==> config.mk <==
export PLATFORM = sky130hd
export DESIGN_NAME = da_shift_acc
export DESIGN_NICKNAME = d
export VERILOG_FILES = /design/src/rtl/da_pkg.sv /design/src/rtl/da_manchester_stage.sv /design/src/rtl/da_csel_adder.sv /design/src/rtl/da_coef_rom.sv /design/src/rtl/da_shift_acc.sv
export SDC_FILE = /design/constraint.sdc
export NUM_CORES = 1
export LEC_CHECK = 0
export ABC_AREA = 1
export ABC_CLOCK_PERIOD_IN_PS = 20100
export BUFFER_PORTS_ARGS = -buffer_cell sky130_fd_sc_hd__buf_4
export CAP_MARGIN = 25
export CORE_AREA = 2 2 125 127
export DETAILED_ROUTE_END_ITERATION = 16
export DIE_AREA = 0 0 127 129
export PLACE_DENSITY = 0.73
export SLEW_MARGIN = 10
export SYNTH_ARGS = -nofsm -noshare
export SYNTH_HDL_FRONTEND = slang
export SYNTH_SLANG_ARGS = --single-unit
==> constraint.sdc <==
create_clock -name clk -period 20.1 [get_ports clk]
set_clock_uncertainty 0.2 [all_clocks]
set_input_delay 2.01 -clock clk [delete_from_list [all_inputs] [get_ports clk]]
set_output_delay 2.01 -clock clk [all_outputs]
set_load 0.1 [all_outputs]
==> src/rtl/da_pkg.sv <==
package da_pkg;

  localparam int DA_TAPS = 8;
  localparam int DA_ADDR_W = DA_TAPS;

  // low bit index of carry-select stage idx when widths are first, first+1, ...
  function automatic int csel_stage_lo(input int first, input int idx);
    return idx * first + (idx * (idx - 1)) / 2;
  endfunction

  function automatic int csel_stage_count(input int width, input int first);
    int n;
    n = 0;
    for (int i = 0; i < width; i++) begin
      if (csel_stage_lo(first, i) < width) n = i + 1;
    end
    return n;
  endfunction

  function automatic int csel_stage_width(input int width, input int first, input int idx);
    int lo;
    int w;
    lo = csel_stage_lo(first, idx);
    w = first + idx;
    if (lo + w > width) w = width - lo;
    return w;
  endfunction

endpackage

==> src/rtl/da_manchester_stage.sv <==
module da_manchester_stage #(
  parameter int W = 4
) (
  input  logic [W-1:0] a_i,
  input  logic [W-1:0] b_i,
  input  logic         c_i,
  output logic [W-1:0] s_o,
  output logic         c_o
);

  logic [W-1:0] gen;
  logic [W-1:0] prop;

  assign gen  = a_i & b_i;
  assign prop = a_i ^ b_i;

  // switched carry chain: each node either passes the incoming carry,
  // is forced high by generate, or is pulled low (kill)
  always_comb begin
    logic carry;
    carry = c_i;
    s_o = '0;
    for (int i = 0; i < W; i++) begin
      s_o[i] = prop[i] ^ carry;
      carry = gen[i] | (prop[i] & carry);
    end
    c_o = carry;
  end

endmodule

==> src/rtl/da_csel_adder.sv <==
module da_csel_adder
  import da_pkg::*;
#(
  parameter int W     = 16,
  parameter int FIRST = 2
) (
  input  logic [W-1:0] a_i,
  input  logic [W-1:0] b_i,
  input  logic         ci_i,
  output logic [W-1:0] s_o,
  output logic         co_o
);

  localparam int NST = csel_stage_count(W, FIRST);

  logic sc [NST+1];

  assign sc[0] = ci_i;
  assign co_o  = sc[NST];

  for (genvar i = 0; i < NST; i++) begin : g_stage
    localparam int LO = csel_stage_lo(FIRST, i);
    localparam int SW = csel_stage_width(W, FIRST, i);

    if (i == 0) begin : g_head
      logic cout_w;
      da_manchester_stage #(.W(SW)) u_chain (
        .a_i(a_i[LO +: SW]),
        .b_i(b_i[LO +: SW]),
        .c_i(sc[0]),
        .s_o(s_o[LO +: SW]),
        .c_o(cout_w)
      );
      assign sc[1] = cout_w;
    end else begin : g_sel
      logic [SW-1:0] sum0;
      logic [SW-1:0] sum1;
      logic          cy0;
      logic          cy1;
      da_manchester_stage #(.W(SW)) u_chain0 (
        .a_i(a_i[LO +: SW]),
        .b_i(b_i[LO +: SW]),
        .c_i(1'b0),
        .s_o(sum0),
        .c_o(cy0)
      );
      da_manchester_stage #(.W(SW)) u_chain1 (
        .a_i(a_i[LO +: SW]),
        .b_i(b_i[LO +: SW]),
        .c_i(1'b1),
        .s_o(sum1),
        .c_o(cy1)
      );
      assign s_o[LO +: SW] = sc[i] ? sum1 : sum0;
      assign sc[i+1]       = sc[i] ? cy1 : cy0;
    end
  end

endmodule

==> src/rtl/da_coef_rom.sv <==
module da_coef_rom
  import da_pkg::*;
#(
  parameter int COEF_W = 12,
  parameter int ACC_W  = 16,
  parameter logic [DA_TAPS*COEF_W-1:0] COEFS = '0
) (
  input  logic                 clk,
  input  logic                 rst_n,
  input  logic                 en_i,
  input  logic [DA_ADDR_W-1:0] addr_i,
  output logic                 rd_o,
  output logic [ACC_W-1:0]     data_o
);

  localparam int DEPTH = 1 << DA_ADDR_W;

  function automatic logic [ACC_W-1:0] tap_sum(input logic [DA_ADDR_W-1:0] a);
    logic [ACC_W-1:0]  s;
    logic [COEF_W-1:0] c;
    s = '0;
    for (int k = 0; k < DA_TAPS; k++) begin
      c = COEFS[k*COEF_W +: COEF_W];
      if (a[k]) s = s + {{(ACC_W-COEF_W){c[COEF_W-1]}}, c};
    end
    return s;
  endfunction

  logic [ACC_W-1:0]     table_w [DEPTH];
  logic [DA_ADDR_W-1:0] addr_q;

  for (genvar a = 0; a < DEPTH; a++) begin : g_entry
    assign table_w[a] = tap_sum(DA_ADDR_W'(a));
  end

  assign rd_o = en_i && (addr_i != addr_q);

  always_ff @(posedge clk or negedge rst_n) begin
    if (!rst_n) begin
      addr_q <= '0;
      data_o <= '0;
    end else if (rd_o) begin
      addr_q <= addr_i;
      data_o <= table_w[addr_i];
    end
  end

endmodule

==> src/rtl/da_shift_acc.sv <==
module da_shift_acc
  import da_pkg::*;
#(
  parameter int SAMPLE_W   = 9,
  parameter int COEF_W     = 12,
  parameter int ACC_W      = 16,
  parameter int CSEL_FIRST = 2,
  parameter logic [DA_TAPS*COEF_W-1:0] COEFS = {
    -12'sd2009, -12'sd1703, -12'sd1138, -12'sd400,
     12'sd400,   12'sd1138,  12'sd1703,  12'sd2009}
) (
  input  logic                        clk,
  input  logic                        rst_n,
  input  logic                        start_i,
  input  logic [DA_TAPS*SAMPLE_W-1:0] samples_i,
  output logic                        busy_o,
  output logic                        done_o,
  output logic [ACC_W-1:0]            result_o
);

  localparam int CNT_W = $clog2(SAMPLE_W);
  localparam logic [CNT_W-1:0] LAST = CNT_W'(SAMPLE_W - 1);

  logic [SAMPLE_W-1:0]  sreg [DA_TAPS];
  logic [CNT_W-1:0]     slice_cnt;
  logic                 fetch_v;
  logic                 fetch_last;
  logic [DA_ADDR_W-1:0] slice_addr;
  logic                 tbl_rd;
  logic [ACC_W-1:0]     tbl_q;
  logic [ACC_W-1:0]     add_a;
  logic [ACC_W-1:0]     add_b;
  logic                 add_ci;
  logic [ACC_W-1:0]     add_s;
  logic                 add_co;

  always_comb begin
    for (int k = 0; k < DA_TAPS; k++) slice_addr[k] = sreg[k][0];
  end

  da_coef_rom #(
    .COEF_W(COEF_W),
    .ACC_W (ACC_W),
    .COEFS (COEFS)
  ) u_rom (
    .clk   (clk),
    .rst_n (rst_n),
    .en_i  (busy_o),
    .addr_i(slice_addr),
    .rd_o  (tbl_rd),
    .data_o(tbl_q)
  );

  // halve the running sum; the sign slice subtracts via inverted operand + 1
  assign add_a  = {result_o[ACC_W-1], result_o[ACC_W-1:1]};
  assign add_b  = fetch_last ? ~tbl_q : tbl_q;
  assign add_ci = fetch_last;

  da_csel_adder #(
    .W    (ACC_W),
    .FIRST(CSEL_FIRST)
  ) u_add (
    .a_i (add_a),
    .b_i (add_b),
    .ci_i(add_ci),
    .s_o (add_s),
    .co_o(add_co)
  );

  always_ff @(posedge clk or negedge rst_n) begin
    if (!rst_n) begin
      for (int k = 0; k < DA_TAPS; k++) sreg[k] <= '0;
      slice_cnt  <= '0;
      busy_o     <= 1'b0;
      fetch_v    <= 1'b0;
      fetch_last <= 1'b0;
      done_o     <= 1'b0;
      result_o   <= '0;
    end else if (start_i) begin
      for (int k = 0; k < DA_TAPS; k++) sreg[k] <= samples_i[k*SAMPLE_W +: SAMPLE_W];
      slice_cnt  <= '0;
      busy_o     <= 1'b1;
      fetch_v    <= 1'b0;
      fetch_last <= 1'b0;
      done_o     <= 1'b0;
      result_o   <= '0;
    end else begin
      done_o     <= fetch_v & fetch_last;
      fetch_v    <= busy_o;
      fetch_last <= busy_o && (slice_cnt == LAST);
      if (fetch_v) result_o <= add_s;
      if (busy_o) begin
        for (int k = 0; k < DA_TAPS; k++) sreg[k] <= sreg[k] >> 1;
        slice_cnt <= slice_cnt + 1'b1;
        if (slice_cnt == LAST) busy_o <= 1'b0;
      end
    end
  end

endmodule

# --- After elaboration in Yosys (flattened, before gate mapping) ---
# Memories as Yosys holds them, arrays and structs flattened. A register that Yosys moved wholly into a read port is not among the register bits.
# Cells that the tools add are included.
op_classes:
  eq_ne: 2
  muxes: 20
  addsub: 1
  bitwise: 83
  n_reduce_logical: 5
op_table:
  columns: ["cell", "count"]
  rows:
  - ["72-bit two-way mux", 2]
  - ["16-bit two-way mux", 3]
  - ["1-bit OR", 24]
  - ["1-bit AND", 22]
  - ["1-bit XOR", 22]
  - ["16-bit NOT", 1]
  - ["4-bit two-way mux", 3]
  - ["1-bit two-way mux", 9]
  - ["8-bit NOT with 9-bit output", 1]
  - ["8-bit inequality test", 1]
  - ["5-bit AND", 1]
  - ["5-bit two-way mux", 1]
  - ["5-bit XOR", 1]
  - ["4-bit by 1-bit adder with 4-bit output (second input constant)", 1]
  - ["4-bit AND", 1]
  - ["4-bit equality test (second input constant)", 1]
  - ["1-bit NOT", 4]
  - ["2-bit nonzero test", 2]
  - ["2-bit XOR", 2]
  - ["4-bit XOR", 1]
  - ["3-bit AND", 1]
  - ["3-bit two-way mux", 1]
  - ["3-bit XOR", 1]
  - ["2-bit AND", 1]
  - ["3 further kinds", 4]
word_totals:
  output_inout_bits: 18
  n_memories: 1
  mem_bits_ro: 4096
  wordCells: 127
  ff_bits: 104
mem_list:
  columns: ["name", "words", "width", "read_ports", "rd_clocked_by_memory_dff", "wr", "line_no", "source"]
  rows:
  - ["(no name shown)", 256, 16, 1, 1, 0, "da_coef_rom.sv:44", "data_o <= table_w[addr_i];"]

# --- Longest topological paths before layout ---
# Gate-level depths: netlist of run 1.
depth:
  word_depth: 16
  depth_mapped: 24
  ltp_nobuf: 22

# --- By module ---
# A second synthesis of run 1 with hierarchy kept.
unflattened:
  hier_cells: 1321
  hier_area_um2: 8901.0
by_module_without_submodules:
  columns: ["mod", "area_per_inst_um2", "cells_each", "instances"]
  rows:
  - ["da_shift_acc", 4194.0, 491, 1]
  - ["da_coef_rom", 3470.8, 657, 1]
  - ["da_csel_adder", 320.3, 59, 1]
  - ["da_manchester_stage (u_add.g_stage[3].g_sel.u_chain0 ...)", 137.6, 15, 2]
  - ["da_manchester_stage (u_add.g_stage[2].g_sel.u_chain0 ...)", 117.6, 14, 2]
  - ["da_manchester_stage (u_add.g_stage[0].g_head.u_chain ...)", 70.1, 10, 3]
  - ["da_manchester_stage (u_add.g_stage[1].g_sel.u_chain0 ...)", 97.6, 13, 2]

# --- Least setup slack after synthesis of run 1 ---
# Ideal clock, no wire load.
synth_path:
  path_kind: "register -> register"
  startpoint: "reg result_o[1]"
  endpoint: "reg result_o[15]"
  n_path_buf: 0
  stages_incl_launch_ff: 22
  required_time_ns: 19.769
  setup_time_ns: 0.131
  t_arrival_ns: 6.173
  path_slack_ns: 13.596
  cell_sequence: "dfrtp_1 inv_1 a21oi_1 fa_1 nor2_1 a21oi_1 fa_1 fa_1 nor2_1 a21oi_1 fa_1 fa_1 fa_1 nor2_1 a21oi_1 fa_1 fa_1 fa_1 fa_1 o21ai_0 xor2_1 o22ai_1"
synth_between:
  elab_chain_cells: 11
  word_cells_on_any_way: 12
  classes_between: "mux: 6; bitwise: 6"
synth_lines:
  columns: ["element", "line_no", "source"]
  rows:
  - ["start: declaration", "da_shift_acc.sv:18", "output logic [ACC_W-1:0] result_o"]
  - ["start signal: assignment", "da_shift_acc.sv:91", "if (fetch_v) result_o <= add_s;"]
  - ["2-bit XOR", "da_manchester_stage.sv:15", "assign prop = a_i ^ b_i;"]
  - ["1-bit AND", "da_manchester_stage.sv:25", "carry = gen[i] | (prop[i] & carry);"]
  - ["1-bit OR *", "da_manchester_stage.sv:25", null]
  - ["1-bit AND *", "da_manchester_stage.sv:25", null]
  - ["1-bit OR *", "da_manchester_stage.sv:25", null]
  - ["1-bit two-way mux * (3 in series)", "da_csel_adder.sv:55", "assign sc[i+1] = sc[i] ? cy1 : cy0;"]
  - ["2-bit two-way mux *", "da_csel_adder.sv:54", "assign s_o[LO +: SW] = sc[i] ? sum1 : sum0;"]
  - ["16-bit two-way mux *", "da_shift_acc.sv:91", null]
  - ["16-bit two-way mux *", "da_shift_acc.sv:79", "end else if (start_i) begin"]
# Every way passes the cells marked *; elsewhere a longest branch is shown, timed or not. The select of a mux whose other input is x is not followed.
# A chain may end at the register's enable or synchronous reset.

# --- Worst setup path in the final report of run 1 ---
layout_path:
  startpoint: "reg fetch_last, in the netlist add_ci"
  endpoint: "reg result_o[15]"
layout_between:
  elab_chain_cells: 15
  word_cells_on_any_way: 63
  classes_between: "mux: 7; bitwise: 56"
layout_lines:
  columns: ["element", "line_no", "source"]
  rows:
  - ["start: declaration", "da_shift_acc.sv:27", "logic fetch_last;"]
  - ["start signal: assignment", "da_shift_acc.sv:90", "fetch_last <= busy_o && (slice_cnt == LAST);"]
  - ["16-bit two-way mux", "da_shift_acc.sv:56", "assign add_b = fetch_last ? ~tbl_q : tbl_q;"]
  - ["5-bit AND / 5-bit XOR (equally long branches)", "da_manchester_stage.sv:14, da_manchester_stage.sv:15", null]
  - ["1-bit OR", "da_manchester_stage.sv:25", null]
  - ["1-bit AND", "da_manchester_stage.sv:25", null]
  - ["1-bit OR", "da_manchester_stage.sv:25", null]
  - ["1-bit AND", "da_manchester_stage.sv:25", null]
  - ["1-bit OR", "da_manchester_stage.sv:25", null]
  - ["1-bit AND", "da_manchester_stage.sv:25", null]
  - ["1-bit OR", "da_manchester_stage.sv:25", null]
  - ["1-bit AND", "da_manchester_stage.sv:25", null]
  - ["1-bit OR", "da_manchester_stage.sv:25", null]
  - ["1-bit two-way mux", "da_csel_adder.sv:55", null]
  - ["2-bit two-way mux *", "da_csel_adder.sv:54", null]
  - ["16-bit two-way mux *", "da_shift_acc.sv:91", null]
  - ["16-bit two-way mux *", "da_shift_acc.sv:79", null]
# Marked as above.

==> results.tsv, run 1 <==
metric	value	unit
mean post-synth cell area	7.087	sq um
first-pass GRT wire length	36400	um
Peak Freq	147.8	MHz
nature of the critical path startpoint	register	
endpoint type of the worst setup path	register	
Fin Setup TNS	0	ps
IO Pins	93	
Via density	5.666	
drt total wl	22230	um
Setup crit end	result_o[15]	
die area	16380	sq um
vias in the first global route	7216	
clock tree buffer depth	2	
Clock Latency Late Sink	420	ps
Clock Sinks	118	
most frequent cells in the layout	nand2_1, dfrtp_1, nand3_1	
FP Rows	45	
Final Hold Viols	0	
largest net degree at the start of global routing	78	
CTS buffer count	17	
CP Launch Point	add_ci	
Worst Tran Pin Value	972.1	ps
PwrDens	104.9	nW/um^2
R2R setup slack	13330	ps
reg-to-reg endpoint	result_o[15]	
CTS Root Cell	clkbuf_16	
count of cell types in the netlist	35	
Die Ht	129	um
post-synthesis sequential area ratio	37.71	%
# diodes	0	
fin crit share	33.66	%
Area Overhead vs Synth	16.60	%
CTS tree	done	
initial antenna violation count	0	
leakage	4.664	nW
FF/Latch Area	2953	sq um
Resize count post-CTS	0	
minimum clock period	6767	ps
hold_buf cts	0	
Worst R2R Start	add_ci	
post-layout worst setup margin	13330	ps
Overflow after GRT	0	
GP Congestion	1.002	
total power	0.9580	mW
FFs w/ async S/R, synth	100.0	%
Initial DRT Pass Iterations	6	
final setup fails	0	
RSZ-0062 raised after global routing	no	
dpl hpwl	14790	um
syn_nets	1214	
Post-synth EDFFs	0	
most common cell after layout, fill and taps aside	nand2_1	
port bufs	92	
Max Cap Violations	0	
number of routed nets with antenna violations	0	
synthesized area	7831	sq um
fill count	1397	
Worst Path Arrival	6850	ps
overall routing resource usage	28.01	%
Initial DRC Count	714	
Setup WS pre-CTS	13430	ps
crit path max fanout	15	
worst-case reg-to-reg path depth	20	
share of layout cells above drive strength 1	12.11	%
WHS Path Cells	2	
top_reg_cell synth	dfrtp_1	
area of the multi-input gates	4174	sq um
Slew Limit Fails	0	
Setup Crit Path Kind	reg -> reg	
Placeable Area	14980	sq um
wire per inst	16.33	um
FF+latch count, synth	118	
Nets	1270	
Initial Util	52.29	%
Clk pin slew, worst setup/hold paths	50	ps
worst endpoint required time	20180	ps
die width	127	um
synthesized instance count	1105	
# Post-CTS Setup Buffers	0	
Slew HR	35.12	%
worst min-delay path class	reg -> reg	
vias	7712	
H-tree levels	4	
synth warn	0	
DRC viols	0	
peak supply drop	0.06391	mV
status	completed	
==> flip-flops by register name, indices dropped and copies added (netlist names) <==
signal	flops
busy_o	1
u_rom.data_o	14
u_rom.addr_q	8
result_o	16
sreg	64
done_o	1
slice_cnt	4
add_ci	1
fetch_v	1
slice_addr	8
==> report_power, final <==
group | total, mW | switching, mW | internal, mW
combinational | 0.336 | 0.234 | 0.102
clock | 0.321 | 0.105 | 0.216
sequential | 0.301 | 0.0301 | 0.271
total | 0.958 | 0.369 | 0.589
==> per-stage QoR <==
step	util [%]	std cells	hold slack, ps	cell area (sq um)
floorplan	-	1105	252.4	7831
global placement	56.80	1330	260.8	8507
detailed placement	56.80	1330	263.8	8507
CTS	60.97	1361	274.2	9131
global route	60.97	1361	311.0	9131
finish	60.97	1361	274.5	9131
==> final cells by class <==
| class | instances | share of cell area, % |
|---|---|---|
| clock buffer | 23 | 5.234 |
| clock inverter | 8 | 1.603 |
| inverter | 105 | 4.316 |
| multi-input combinational | 819 | 45.71 |
| sequential | 118 | 32.34 |
| tap | 188 | 2.576 |
| timing repair buffer | 100 | 8.221 |
==> metal layers <==
metal,up-vias,routed length (um),track usage [%]
li1,3687,-,-
met1,3610,9239,37.08
met2,349,10270,43.14
met3,66,1854,7.526
met4,0,861,13.19
met5,-,0,0
==> worst min path at each step <==
stage              from        to
2_1_floorplan  sreg[12]  sreg[11]
3_3_place_gp    sreg[7]   sreg[6]
3_5_place_dp   sreg[12]  sreg[11]
4_1_cts        sreg[38]  sreg[37]
5_1_grt        sreg[38]  sreg[37]
6_report       sreg[38]  sreg[37]
==> cells by family after synthesis <==
group | synth area share [%]
compound gates | 12.99
xor+xnor | 2.461
fa+ha+maj | 6.391
buf+inv | 9.027
flops | 37.71
simple gates | 31.43
==> Yosys cell counts, types with 2 or more instances <==
cell type  number  area share, %
a21oi_1        37            2.4
a22o_1          5           0.56
buf_1           4           0.19
buf_2          24            1.5
buf_4           6           0.58
buf_6           3           0.43
clkbuf_1       25            1.2
dfrtp_1       118             38
fa_1           10            2.6
ha_1           24            3.8
inv_1         101            4.8
inv_2           4           0.19
nand2_1       412             20
nand2_2         2           0.16
nand3_1       104            6.6
nand3b_1        2           0.19
nand4_1        13            1.0
nor2_1         62            3.0
nor2_4          2           0.29
o211ai_1       35            3.4
o21ai_0        53            3.4
o21ai_1         3           0.19
o221ai_1       19            2.1
o22ai_1         6           0.48
xnor2_1         9            1.0
xor2_1         13            1.5
==> worst max-delay path, stage by stage, from the launching register on <==
cell	delay, ps
dfrtp_1	780
xor2_1	170
fa_1	490
nor2_1	170
a21oi_1	90
fa_1	420
fa_1	460
nor2_1	110
a21oi_1	60
fa_1	420
fa_1	420
fa_1	460
nor2_1	120
a21oi_1	60
fa_1	420
fa_1	440
fa_1	440
fa_1	460
o21ai_0	220
xor2_1	160
o22ai_1	70
(Power assumes the default switching activity.)
==> inputs of run 2 (changes only) <==
Settings changed: ABC_CLOCK_PERIOD_IN_PS 20100 to 6400.
Clock period 20.1 ns to 6.4 ns, I/O delays scaled along.
==> run 2 against run 1 <==
Maximum frequency grew 12%. Count of clock-buffer cells in the layout increased by 2. Die area stayed put. Worst hold slack worse by 51 ps. Sequential power rose to 3.1 times the previous value. Clock power rose to 3.0 times the previous value. Critical path type unchanged. Highest routed layer unchanged.
==> results.tsv, run 2 (same netlist as run 1, synthesis figures left out) <==
metric	value	unit	change
status	completed		unchanged
die area	16380	sq um	unchanged
share of layout cells above drive strength 1	12.82	%	was 12.11%
crit path max fanout	4		was 15
die width	127	um	unchanged
most frequent cells in the layout	nand2_1, dfrtp_1, nand3_1		unchanged
Overflow after GRT	0		unchanged
post-route insts no fill	1366		was 1361
Worst R2R Start	add_ci		unchanged
nature of the critical path startpoint	register		unchanged
Fin Setup TNS	0	ps	unchanged
Setup Crit Path Kind	reg -> reg		unchanged
FP Rows	45		unchanged
Initial DRC Count	672		was 714
worst min-delay path class	in -> reg		was reg -> reg
Slew Limit Fails	0		unchanged
fill count	1385		was 1397
CTS tree	done		unchanged
Max Cap Violations	0		unchanged
minimum clock period	6054	ps	was 6767 ps
Clock Latency Late Sink	420	ps	about the same
IO Pins	93		unchanged
clock tree buffer depth	2		unchanged
wire per inst	16.25	um	was 16.33 um
Slew HR	35.37	%	was 35.12%
startpoint of the worst hold path	samples_i[17]		was sreg[38]
DRC viols	0		unchanged
final setup fails	0		unchanged
area of the multi-input gates	4192	sq um	was 4174 sq um
post-layout worst setup margin	346.5	ps	was 13330 ps
Initial Util	52.29	%	unchanged
endpoint type of the worst setup path	register		unchanged
RSZ-0062 raised after global routing	no		unchanged
CTS buffer count	17		unchanged
GP Congestion	0.9521		was 1.002
biggest regs	sreg: 64 flops, result_o: 16 flops, u_rom.data_o: 14 flops		unchanged
Initial DRT Pass Iterations	8		was 6
Placeable Area	14980	sq um	unchanged
most common cell after layout, fill and taps aside	nand2_1		unchanged
Clk pin slew, worst setup/hold paths	60	ps	was 50 ps
max reg flops	64		unchanged
drt total wl	22200	um	was 22230 um
worst endpoint required time	6470	ps	was 20180 ps
DP Cell Count	1332		was 1330
port bufs	92		unchanged
PwrDens	324.3	nW/um^2	was 104.9 nW/um^2
Via density	5.639		was 5.666
overall routing resource usage	27.83	%	was 28.01%
number of routed nets with antenna violations	0		unchanged
Worst Tran Pin Value	968.4	ps	was 972.1 ps
leakage	4.667	nW	was 4.664 nW
dpl hpwl	14920	um	was 14790 um
CP Launch Point	add_ci		unchanged
Peak Freq	165.2	MHz	was 147.8 MHz
Die Ht	129	um	unchanged
first-pass GRT wire length	36350	um	was 36400 um
Nets	1274		was 1270
Biggest register	sreg		unchanged
peak supply drop	0.1907	mV	was 0.06391 mV
CTS Root Cell	clkbuf_16		unchanged
Final Hold Viols	0		unchanged
Worst Path Arrival	6130	ps	was 6850 ps
FF/Latch Area	2955	sq um	was 2953 sq um
largest net degree at the start of global routing	78		unchanged
vias in the first global route	7268		was 7216
Area Overhead vs Synth	17.18	%	was 16.60%
initial antenna violation count	1		was 0
H-tree levels	4		unchanged
Clock Sinks	118		unchanged
# Post-CTS Setup Buffers	0		unchanged
# diodes	0		unchanged
vias	7703		was 7712
fin crit share	94.59	%	was 33.66%
Setup WS pre-CTS	48.40	ps	was 13430 ps
-- run 2: changes by cell type in the layout (fill, tap and decap cells not counted), moves of 2 or more --
cell / previous run / this run
dfrtp_1: 118 / 116
dfrtp_2: 0 / 2
buf_4: 100 / 102
fa_1: 10 / 6
fa_2: 0 / 4
clkbuf_1: 3 / 5
-- run 2: path summary, 6_finish.rpt --
kind	endpoint	slack [ps]	cells past startpoint
setup / recovery	result_o[15]	350	21
hold / removal	sreg[62]	220	3
setup reg to reg	result_o[15]	350	21
hold reg to reg	sreg[11]	280	2
max in group asynchronous	result_o[2]	4540	3
min in group asynchronous	sreg[43]	500	2
-- run 2: metal layers --
metal	wire [um]	up-vias	GRT usage, %
li1	-	3699	-
met5	0	-	0
met4	901	0	13.51
met3	1994	68	6.778
met2	9954	377	42.16
met1	9348	3559	37.70
-- run 2: timing repair --
item | 4_1_cts | 5_1_grt
hold buffers | 0 | 1
endpoints found under the setup margin | 1 | 2
endpoints found under the hold margin | 0 | 29
gates resized for setup | 1 | 5
-- run 2: cell type report --
cell class | instances | share of cell area [%]
Timing Repair Buffer | 104 | 8.672
Tap cell | 188 | 2.563
Multi-Input combinational cell | 819 | 45.68
Sequential cell | 118 | 32.21
Clock buffer | 25 | 5.290
Inverter | 105 | 4.295
Clock inverter | 7 | 1.295
-- run 2: report_power, final --
| part | switching [mW] | internal (mW) |
|---|---|---|
| Combinational | 0.732 | 0.326 |
| Sequential | 0.0939 | 0.852 |
| Clock | 0.330 | 0.643 |
-- run 2: per-stage QoR --
| step | hold slack, ps | instance area, sq um | total power, mW | utilization [%] |
|---|---|---|---|---|
| floorplan | 144.4 | 7836 | 1.724 | - |
| global placement | 261.1 | 8524 | 1.977 | 56.92 |
| detailed placement | 265.3 | 8524 | 1.992 | 56.92 |
| CTS | 192.9 | 9129 | 2.974 | 60.95 |
| global route | 231.0 | 9176 | 3.140 | 61.27 |
| finish | 223.9 | 9176 | 2.976 | 61.27 |
-- run 2: worst max-delay path, cell delays in order (launching register included) --
cell     delay, ps
dfrtp_1        420
nor2_1         140
a21oi_1         70
fa_2           400
nor2_1         100
a21oi_1         70
fa_1           420
fa_2           400
nor2_1         100
a21oi_1         60
fa_1           430
fa_1           430
fa_2           390
nor2_1         110
a21oi_1         60
fa_1           420
fa_1           430
fa_1           430
fa_2           400
o21ai_1        170
xor2_1         160
o22ai_1         90
